--- config.mk ---
export PLATFORM = sky130hd
export DESIGN_NAME = maj_serial_adder
export DESIGN_NICKNAME = d
export VERILOG_FILES = /design/src/rtl/maj_add_pkg.sv /design/src/rtl/maj_vote3.sv /design/src/rtl/maj_full_adder.sv /design/src/rtl/maj_carry_loop.sv /design/src/rtl/maj_out_stage.sv /design/src/rtl/maj_serial_adder.sv
export SDC_FILE = /design/constraint.sdc
export NUM_CORES = 1
export LEC_CHECK = 0
export BUFFER_PORTS_ARGS = -buffer_cell sky130_fd_sc_hd__buf_2
export CELL_PAD_IN_SITES_DETAIL_PLACEMENT = 0
export CELL_PAD_IN_SITES_GLOBAL_PLACEMENT = 1
export CORE_AREA = 5 5 42 44
export CTS_CLUSTER_DIAMETER = 60
export DETAILED_ROUTE_END_ITERATION = 10
export DIE_AREA = 0 0 47 49
export PLACE_DENSITY = 0.51
export SLEW_MARGIN = 40
export SYNTH_ARGS = -nofsm -noshare
export SYNTH_HDL_FRONTEND = slang
export SYNTH_SLANG_ARGS = --single-unit
--- constraint.sdc ---
create_clock -name clk -period 1 [get_ports clk]
set_input_delay 0.15 -clock clk [delete_from_list [all_inputs] [get_ports clk]]
set_output_delay 0.15 -clock clk [all_outputs]
set_load 0.02 [all_outputs]
--- src/rtl/maj_add_pkg.sv ---
package maj_add_pkg;
  // build-time choice of the sum network
  localparam int FORM_TRIPLE = 0;  // vote of three one-inverted votes
  localparam int FORM_REUSE  = 1;  // reduced form sharing the carry vote

  typedef struct packed {
    logic sum;
    logic carry;
  } fa_out_t;
endpackage

--- src/rtl/maj_vote3.sv ---
module maj_vote3 (
  input  logic x,
  input  logic y,
  input  logic z,
  output logic m
);
  assign m = (x & y) | (x & z) | (y & z);
endmodule

--- src/rtl/maj_full_adder.sv ---
module maj_full_adder
  import maj_add_pkg::*;
#(
  parameter int SUM_FORM = FORM_TRIPLE
) (
  input  logic    a,
  input  logic    b,
  input  logic    cin,
  output fa_out_t res
);
  logic cy;
  logic sm;

  // carry: plain vote of the three inputs
  maj_vote3 u_carry_vote (.x(a), .y(b), .z(cin), .m(cy));

  generate
    if (SUM_FORM == FORM_TRIPLE) begin : g_triple
      logic a_n, b_n, c_n;
      logic v_a, v_b, v_c;
      assign a_n = ~a;
      assign b_n = ~b;
      assign c_n = ~cin;
      maj_vote3 u_va (.x(a_n), .y(b),   .z(cin), .m(v_a));
      maj_vote3 u_vb (.x(a),   .y(b_n), .z(cin), .m(v_b));
      maj_vote3 u_vc (.x(a),   .y(b),   .z(c_n), .m(v_c));
      maj_vote3 u_vs (.x(v_a), .y(v_b), .z(v_c), .m(sm));
    end else begin : g_reuse
      logic c_n, cy_n, v_p;
      assign c_n  = ~cin;
      assign cy_n = ~cy;
      maj_vote3 u_vp (.x(a),    .y(b),   .z(c_n), .m(v_p));
      maj_vote3 u_vs (.x(cy_n), .y(cin), .z(v_p), .m(sm));
    end
  endgenerate

  assign res.sum   = sm;
  assign res.carry = cy;
endmodule

--- src/rtl/maj_carry_loop.sv ---
module maj_carry_loop (
  input  logic clk,
  input  logic rst_n,
  input  logic take,
  input  logic first,
  input  logic cy_next,
  output logic cin_eff,
  output logic cy_q
);
  // first bit of a word sees a zero carry-in
  assign cin_eff = first ? 1'b0 : cy_q;

  always_ff @(posedge clk or negedge rst_n) begin
    if (!rst_n)    cy_q <= 1'b0;
    else if (take) cy_q <= cy_next;
  end
endmodule

--- src/rtl/maj_out_stage.sv ---
module maj_out_stage (
  input  logic clk,
  input  logic rst_n,
  input  logic take,
  input  logic drain,
  input  logic sum_in,
  output logic busy,
  output logic sum_q
);
  always_ff @(posedge clk or negedge rst_n) begin
    if (!rst_n) begin
      busy  <= 1'b0;
      sum_q <= 1'b0;
    end else if (take) begin
      busy  <= 1'b1;
      sum_q <= sum_in;
    end else if (drain) begin
      busy  <= 1'b0;
    end
  end
endmodule

--- src/rtl/maj_serial_adder.sv ---
module maj_serial_adder
  import maj_add_pkg::*;
#(
  parameter int SUM_FORM = FORM_TRIPLE
) (
  input  logic clk,
  input  logic rst_n,
  input  logic in_valid,
  output logic in_ready,
  input  logic a_bit,
  input  logic b_bit,
  input  logic start,
  output logic sum_valid,
  input  logic sum_ready,
  output logic sum_bit,
  output logic carry_out
);
  logic    accept;
  logic    cin_eff;
  logic    cy_q;
  logic    busy;
  fa_out_t fa;

  assign in_ready = !busy || sum_ready;
  assign accept   = in_valid && in_ready;

  maj_full_adder #(.SUM_FORM(SUM_FORM)) u_fa (
    .a(a_bit), .b(b_bit), .cin(cin_eff), .res(fa)
  );

  maj_carry_loop u_loop (
    .clk(clk), .rst_n(rst_n), .take(accept), .first(start),
    .cy_next(fa.carry), .cin_eff(cin_eff), .cy_q(cy_q)
  );

  maj_out_stage u_out (
    .clk(clk), .rst_n(rst_n), .take(accept), .drain(sum_ready),
    .sum_in(fa.sum), .busy(busy), .sum_q(sum_bit)
  );

  assign sum_valid = busy;
  assign carry_out = cy_q;
endmodule

=== Word-level counts from Yosys, hierarchy flattened ===
Cells that the tools add are included.

* Muxes and demuxes: 3
* Bitwise gates (word level): 25
* Reduce and logical (&&, ||, !) cells: 4

{| class="wikitable"
|+ Operators by type and width
! cell !! number
|-
| bitwise AND 1 bit || 12
|-
| OR 1 bit || 10
|-
| 2-to-1 mux 1 bit || 3
|-
| inverter 1 bit || 3
|-
| nonzero test 2 bit || 1
|-
| logical AND 1 bit || 1
|-
| zero test 1 bit || 1
|-
| logical OR 1 bit || 1
|}

* Register bits: 3
* Bits of input ports: 7
* Output and inout port bits: 4
* Word-level logic and storage cells: 35

=== Depth between registers and ports, before layout ===
* Depth in word-level cells: 8
* Depth in mapped cells: 3

=== Cells and area by module ===
A second synthesis with hierarchy kept.

* Cell total of the unflattened synthesis: 20
* Area total of the unflattened synthesis: 229.0 um^2

{| class="wikitable"
|+ By module, submodules not included
! module !! instances !! cells an instance !! area an instance (um^2)
|-
| maj_out_stage || 1 || 5 || 77.6
|-
| maj_vote3 || 5 || 1 || 11.3
|-
| maj_carry_loop || 1 || 3 || 46.3
|-
| maj_full_adder || 1 || 5 || 26.3
|-
| maj_serial_adder || 1 || 2 || 22.5
|}

=== Worst setup path after synthesis ===
No wires, ideal clock.

* Path type: register -> register
* Start: register u_out.busy
* End: register u_loop.cy_q
* Library setup time: 0.121 ns
* Arrival: 1.029 ns
* Slack: -0.150 ns
* Cell stages (with the launch flop): 4
* Path buffers: 0
* Cells stage by stage: dfrtp_1 -> nand2b_4 -> a31o_1 -> a22o_1

* Longest elaborated chain between the ends: 3

{| class="wikitable"
|+ RTL lines
! item !! line !! text
|-
| start, declared || maj_out_stage.sv:7 || <nowiki>output logic busy,</nowiki>
|-
| start signal, assigned || maj_out_stage.sv:12 || <nowiki>busy <= 1'b0;</nowiki>
|-
| start signal, assigned || maj_out_stage.sv:15 || <nowiki>busy <= 1'b1;</nowiki>
|-
| start signal, assigned || maj_out_stage.sv:18 || <nowiki>busy <= 1'b0;</nowiki>
|-
| zero test 1 bit || maj_serial_adder.sv:24 || <nowiki>assign in_ready = !busy || sum_ready;</nowiki>
|-
| logical OR 1 bit || maj_serial_adder.sv:24 ||
|-
| named net in_ready || maj_serial_adder.sv:9 || <nowiki>output logic in_ready,</nowiki>
|-
| logical AND 1 bit || maj_serial_adder.sv:25 || <nowiki>assign accept = in_valid && in_ready;</nowiki>
|-
| end signal, assigned || maj_carry_loop.sv:15 || <nowiki>else if (take) cy_q <= cy_next;</nowiki>
|-
| end, declared || maj_carry_loop.sv:8 || <nowiki>output logic cy_q</nowiki>
|}

The timed path passes the listed nets, and every way through them passes these cells.
A chain may end at the register's enable or synchronous reset.

=== Worst setup path in the final report ===
* Start: register u_loop.cy_q
* End: register u_loop.cy_q

* Longest elaborated chain between the ends: 4
* Elaborated cells between the ends (all ways): 5
* Those cells by class: 1 x mux; 4 x bitwise

{| class="wikitable"
|+ RTL lines
! item !! line !! text
|-
| 2-to-1 mux 1 bit (*) || maj_carry_loop.sv:11 || <nowiki>assign cin_eff = first ? 1'b0 : cy_q;</nowiki>
|-
| bitwise AND 1 bit || maj_vote3.sv:7 || <nowiki>assign m = (x & y) | (x & z) | (y & z);</nowiki>
|-
| OR 1 bit || maj_vote3.sv:7 ||
|-
| OR 1 bit (*) || maj_vote3.sv:7 ||
|}

Mark *: on every way between the ends. The rest lies on a longest branch, timed or not.

==> results by group <==
Timing
  – Setup repair after global routing missed its margin: true
  – Setup violators final: 4
  – FMAX: around 960 MHz
  – Skew final: approximately 2.5 ps
  – Final hold violations: 0
  – Final period util: 1.05
  – Final min period: roughly 1000 ps
  – Slew HR: 0.895
  – Worst Tran Pin Value: 156 ps
  – Final slew viol count: 0
  – Fin Setup TNS: -134 ps
  – Final worst-path setup slack: -46.1 ps
  – Worst hold slack: 169 ps

Finish
  – Storage element area: 77.6 um^2
  – Area grow syn2layout: 83.6%
  – Core Util, Final: 0.220
  – Commonest non-fill, non-tap cell in the layout: buf_2
  – Commonest cells after routing, fill and taps aside: buf_2, clkbuf_4
  – Share of cells above drive strength 1: 0.645
  – Final nets: 39
  – Multi-input gate area: 96.3 um^2
  – Antenna Cells: 0
  – Fillcell total: approximately 160

Die
  – Die width: ~47 um
  – IO Pins: 11
  – Initial core utilization: 0.120
  – # rows: 14
  – Core Area: 1400 um^2
  – DIE HEIGHT: 49 um
  – Die area: ~2300 um^2

Synthesis
  – Cell area after synthesis: about 170 um^2
  – Register area share after synthesis: 0.448
  – Synthesized area per cell: about 12 um^2
  – Yosys reg bits: 3
  – Synth cell types: 11
  – YS warnings: 0
  – Mapped Nets: 21
  – Cells after Synth: 14

Power
  – LEAKAGE: between 0.1 and 0.15 nW
  – Fraction of power spent switching nets: 0.283
  – Sequential share of power: 0.287
  – P_sw: between 0.00015 and 0.0002 W
  – Comb pwr share: 0.342
  – Cell-internal power: 0.000407 W
  – Clock network fraction of design power: 0.372
  – IR drop worst, VDD: slightly below 0.0008 V
  – Pwr Density: approximately 1800 nW/um^2

Worst setup path
  – Critical path class: reg -> reg
  – CP max stage delay: 390 ps
  – WP data required: between 1000 and 1500 ps
  – Max stage delay cell, worst path: dfrtp_2
  – CP cell instances: and2b_4 -> a31o_1 -> a22o_1
  – Reg2reg setup slack: -50 ps
  – CP Capture Type: flip-flop
  – Crit start category: flip-flop
  – CP arrival: roughly 1200 ps
  – Critical path fanouts, max: 2

Global route
  – Vias in the first global route: between 150 and 200
  – First-pass GRT wire length: 724 um
  – Pin count of the biggest net entering global routing: 6
  – Antenna violations before repair: 0
  – All-Layer GR Usage: 0.0480
  – Total grt overflow: 0

Drt
  – Via density: around 3.7
  – Via count: about 170
  – Routed Antenna Nets: 0
  – Wire length per cell: about 9.5 um
  – TritonRoute pass-1 iters: 2
  – DR iter-0 viols: 1
  – Routed WL: about 450 um
  – Residual DRC count: 0

Clock tree
  – CTS tree: done
  – CTS Buf Count: 3
  – CTS sink cnt: 3
  – H-tree lvl count: 1
  – Clock latency on the worst-skew pair: 230 ps
  – CTS root buffer: clkbuf_4
  – Clock transition at path regs: 40 ps
  – Clock tree buffer depth: 2

Placement
  – Gpl congestion: approximately 0.72
  – I/O Buffers: 10
  – Pre-CTS WS: -38.4 ps

Job
  – Max Cap Viol: 0

Status
  – Failing checks: negative setup slack
  – Status: complete, but fails checks

Worst hold path
  – Hold/Removal Path Class: in -> reg
[cells in the mapped netlist (all sizes together)]
cell / number / area [um^2]
or2b: 1 / 7.51
xnor2: 2 / 17.5
a31o: 1 / 8.76
nand3: 1 / 5.00
a22o: 1 / 8.76
nand2b: 2 / 20.0
nand2: 1 / 3.75
and2b: 1 / 10.0
mux2: 1 / 11.3
dfrtp: 3 / 75.1
[kinds of logic after synthesis]
group            share of synthesized area
flip-flops                           0.448
AND/OR/NAND/NOR                      0.276
AO/OA/AOI/OAI                        0.104
XOR/XNOR                             0.104
multiplexers                        0.0672
[metal layers]
| metal | GRT usage | wire, um | vias up |
|---|---|---|---|
| met5 | 0 | 0 | - |
| met4 | 0.0138 | 0 | 0 |
| met3 | 0.0590 | 91 | 0 |
| met2 | 0.0498 | 138 | 13 |
| met1 | 0.0596 | 217 | 76 |
| li1 | - | - | 84 |
[sequential cells by signal (all words and copies together) (netlist names)]
name	count
u_loop.cy_q	1
u_out.busy	1
u_out.sum_q	1
[per-stage QoR]
stage / total power [W] / area, um^2 / instances
final: 0.000568 / 308 / 47
after global routing: 0.000610 / 308 / 47
after CTS: 0.000567 / 293 / 46
after detailed placement: 0.000327 / 248 / 41
after global placement: 0.000322 / 248 / 41
after floorplan: 0.000260 / 170 / 14
[worst paths after layout]
check,startpoint,to,cells after the start
setup / recovery,u_loop.cy_q,u_loop.cy_q,3
hold / removal,in_valid,u_out.busy,2
setup reg to reg,u_loop.cy_q,u_loop.cy_q,3
hold reg to reg,u_out.sum_q,u_out.sum_q,1
max in group asynchronous,rst_n,u_out.busy,2
min in group asynchronous,rst_n,u_out.sum_q,2
[cell type report]
cell class / instances / area share
tap: 16 / 0.0650
sequential: 3 / 0.252
timing repair buffer: 13 / 0.285
multi-input combinational: 11 / 0.313
clock buffer: 4 / 0.0854
[worst max-delay path: cells and delay by family (launching register included)]
| kind | cells | cell delay [ps] |
|---|---|---|
| flops | 1 | 390 |
| simple gates | 1 | 160 |
| compound gates | 2 | 380 |
[timing repair]
action	in CTS	in global routing
endpoints found under the setup margin	4	4
hold endpoints to repair	3	0
buffers inserted	0	1
resized for setup	3	2
hold buffers	1	0
[power groups by stage]
stage	registers [W]	clock network (W)	logic [W]
final	0.000163	0.000211	0.000194
after global routing	0.000165	0.000236	0.000209
after CTS	0.000162	0.000223	0.000182
after detailed placement	0.000164	0	0.000163
after global placement	0.000163	0	0.000159
after floorplan	0.000197	0	0.0000631
(Power assumes the default switching activity.)
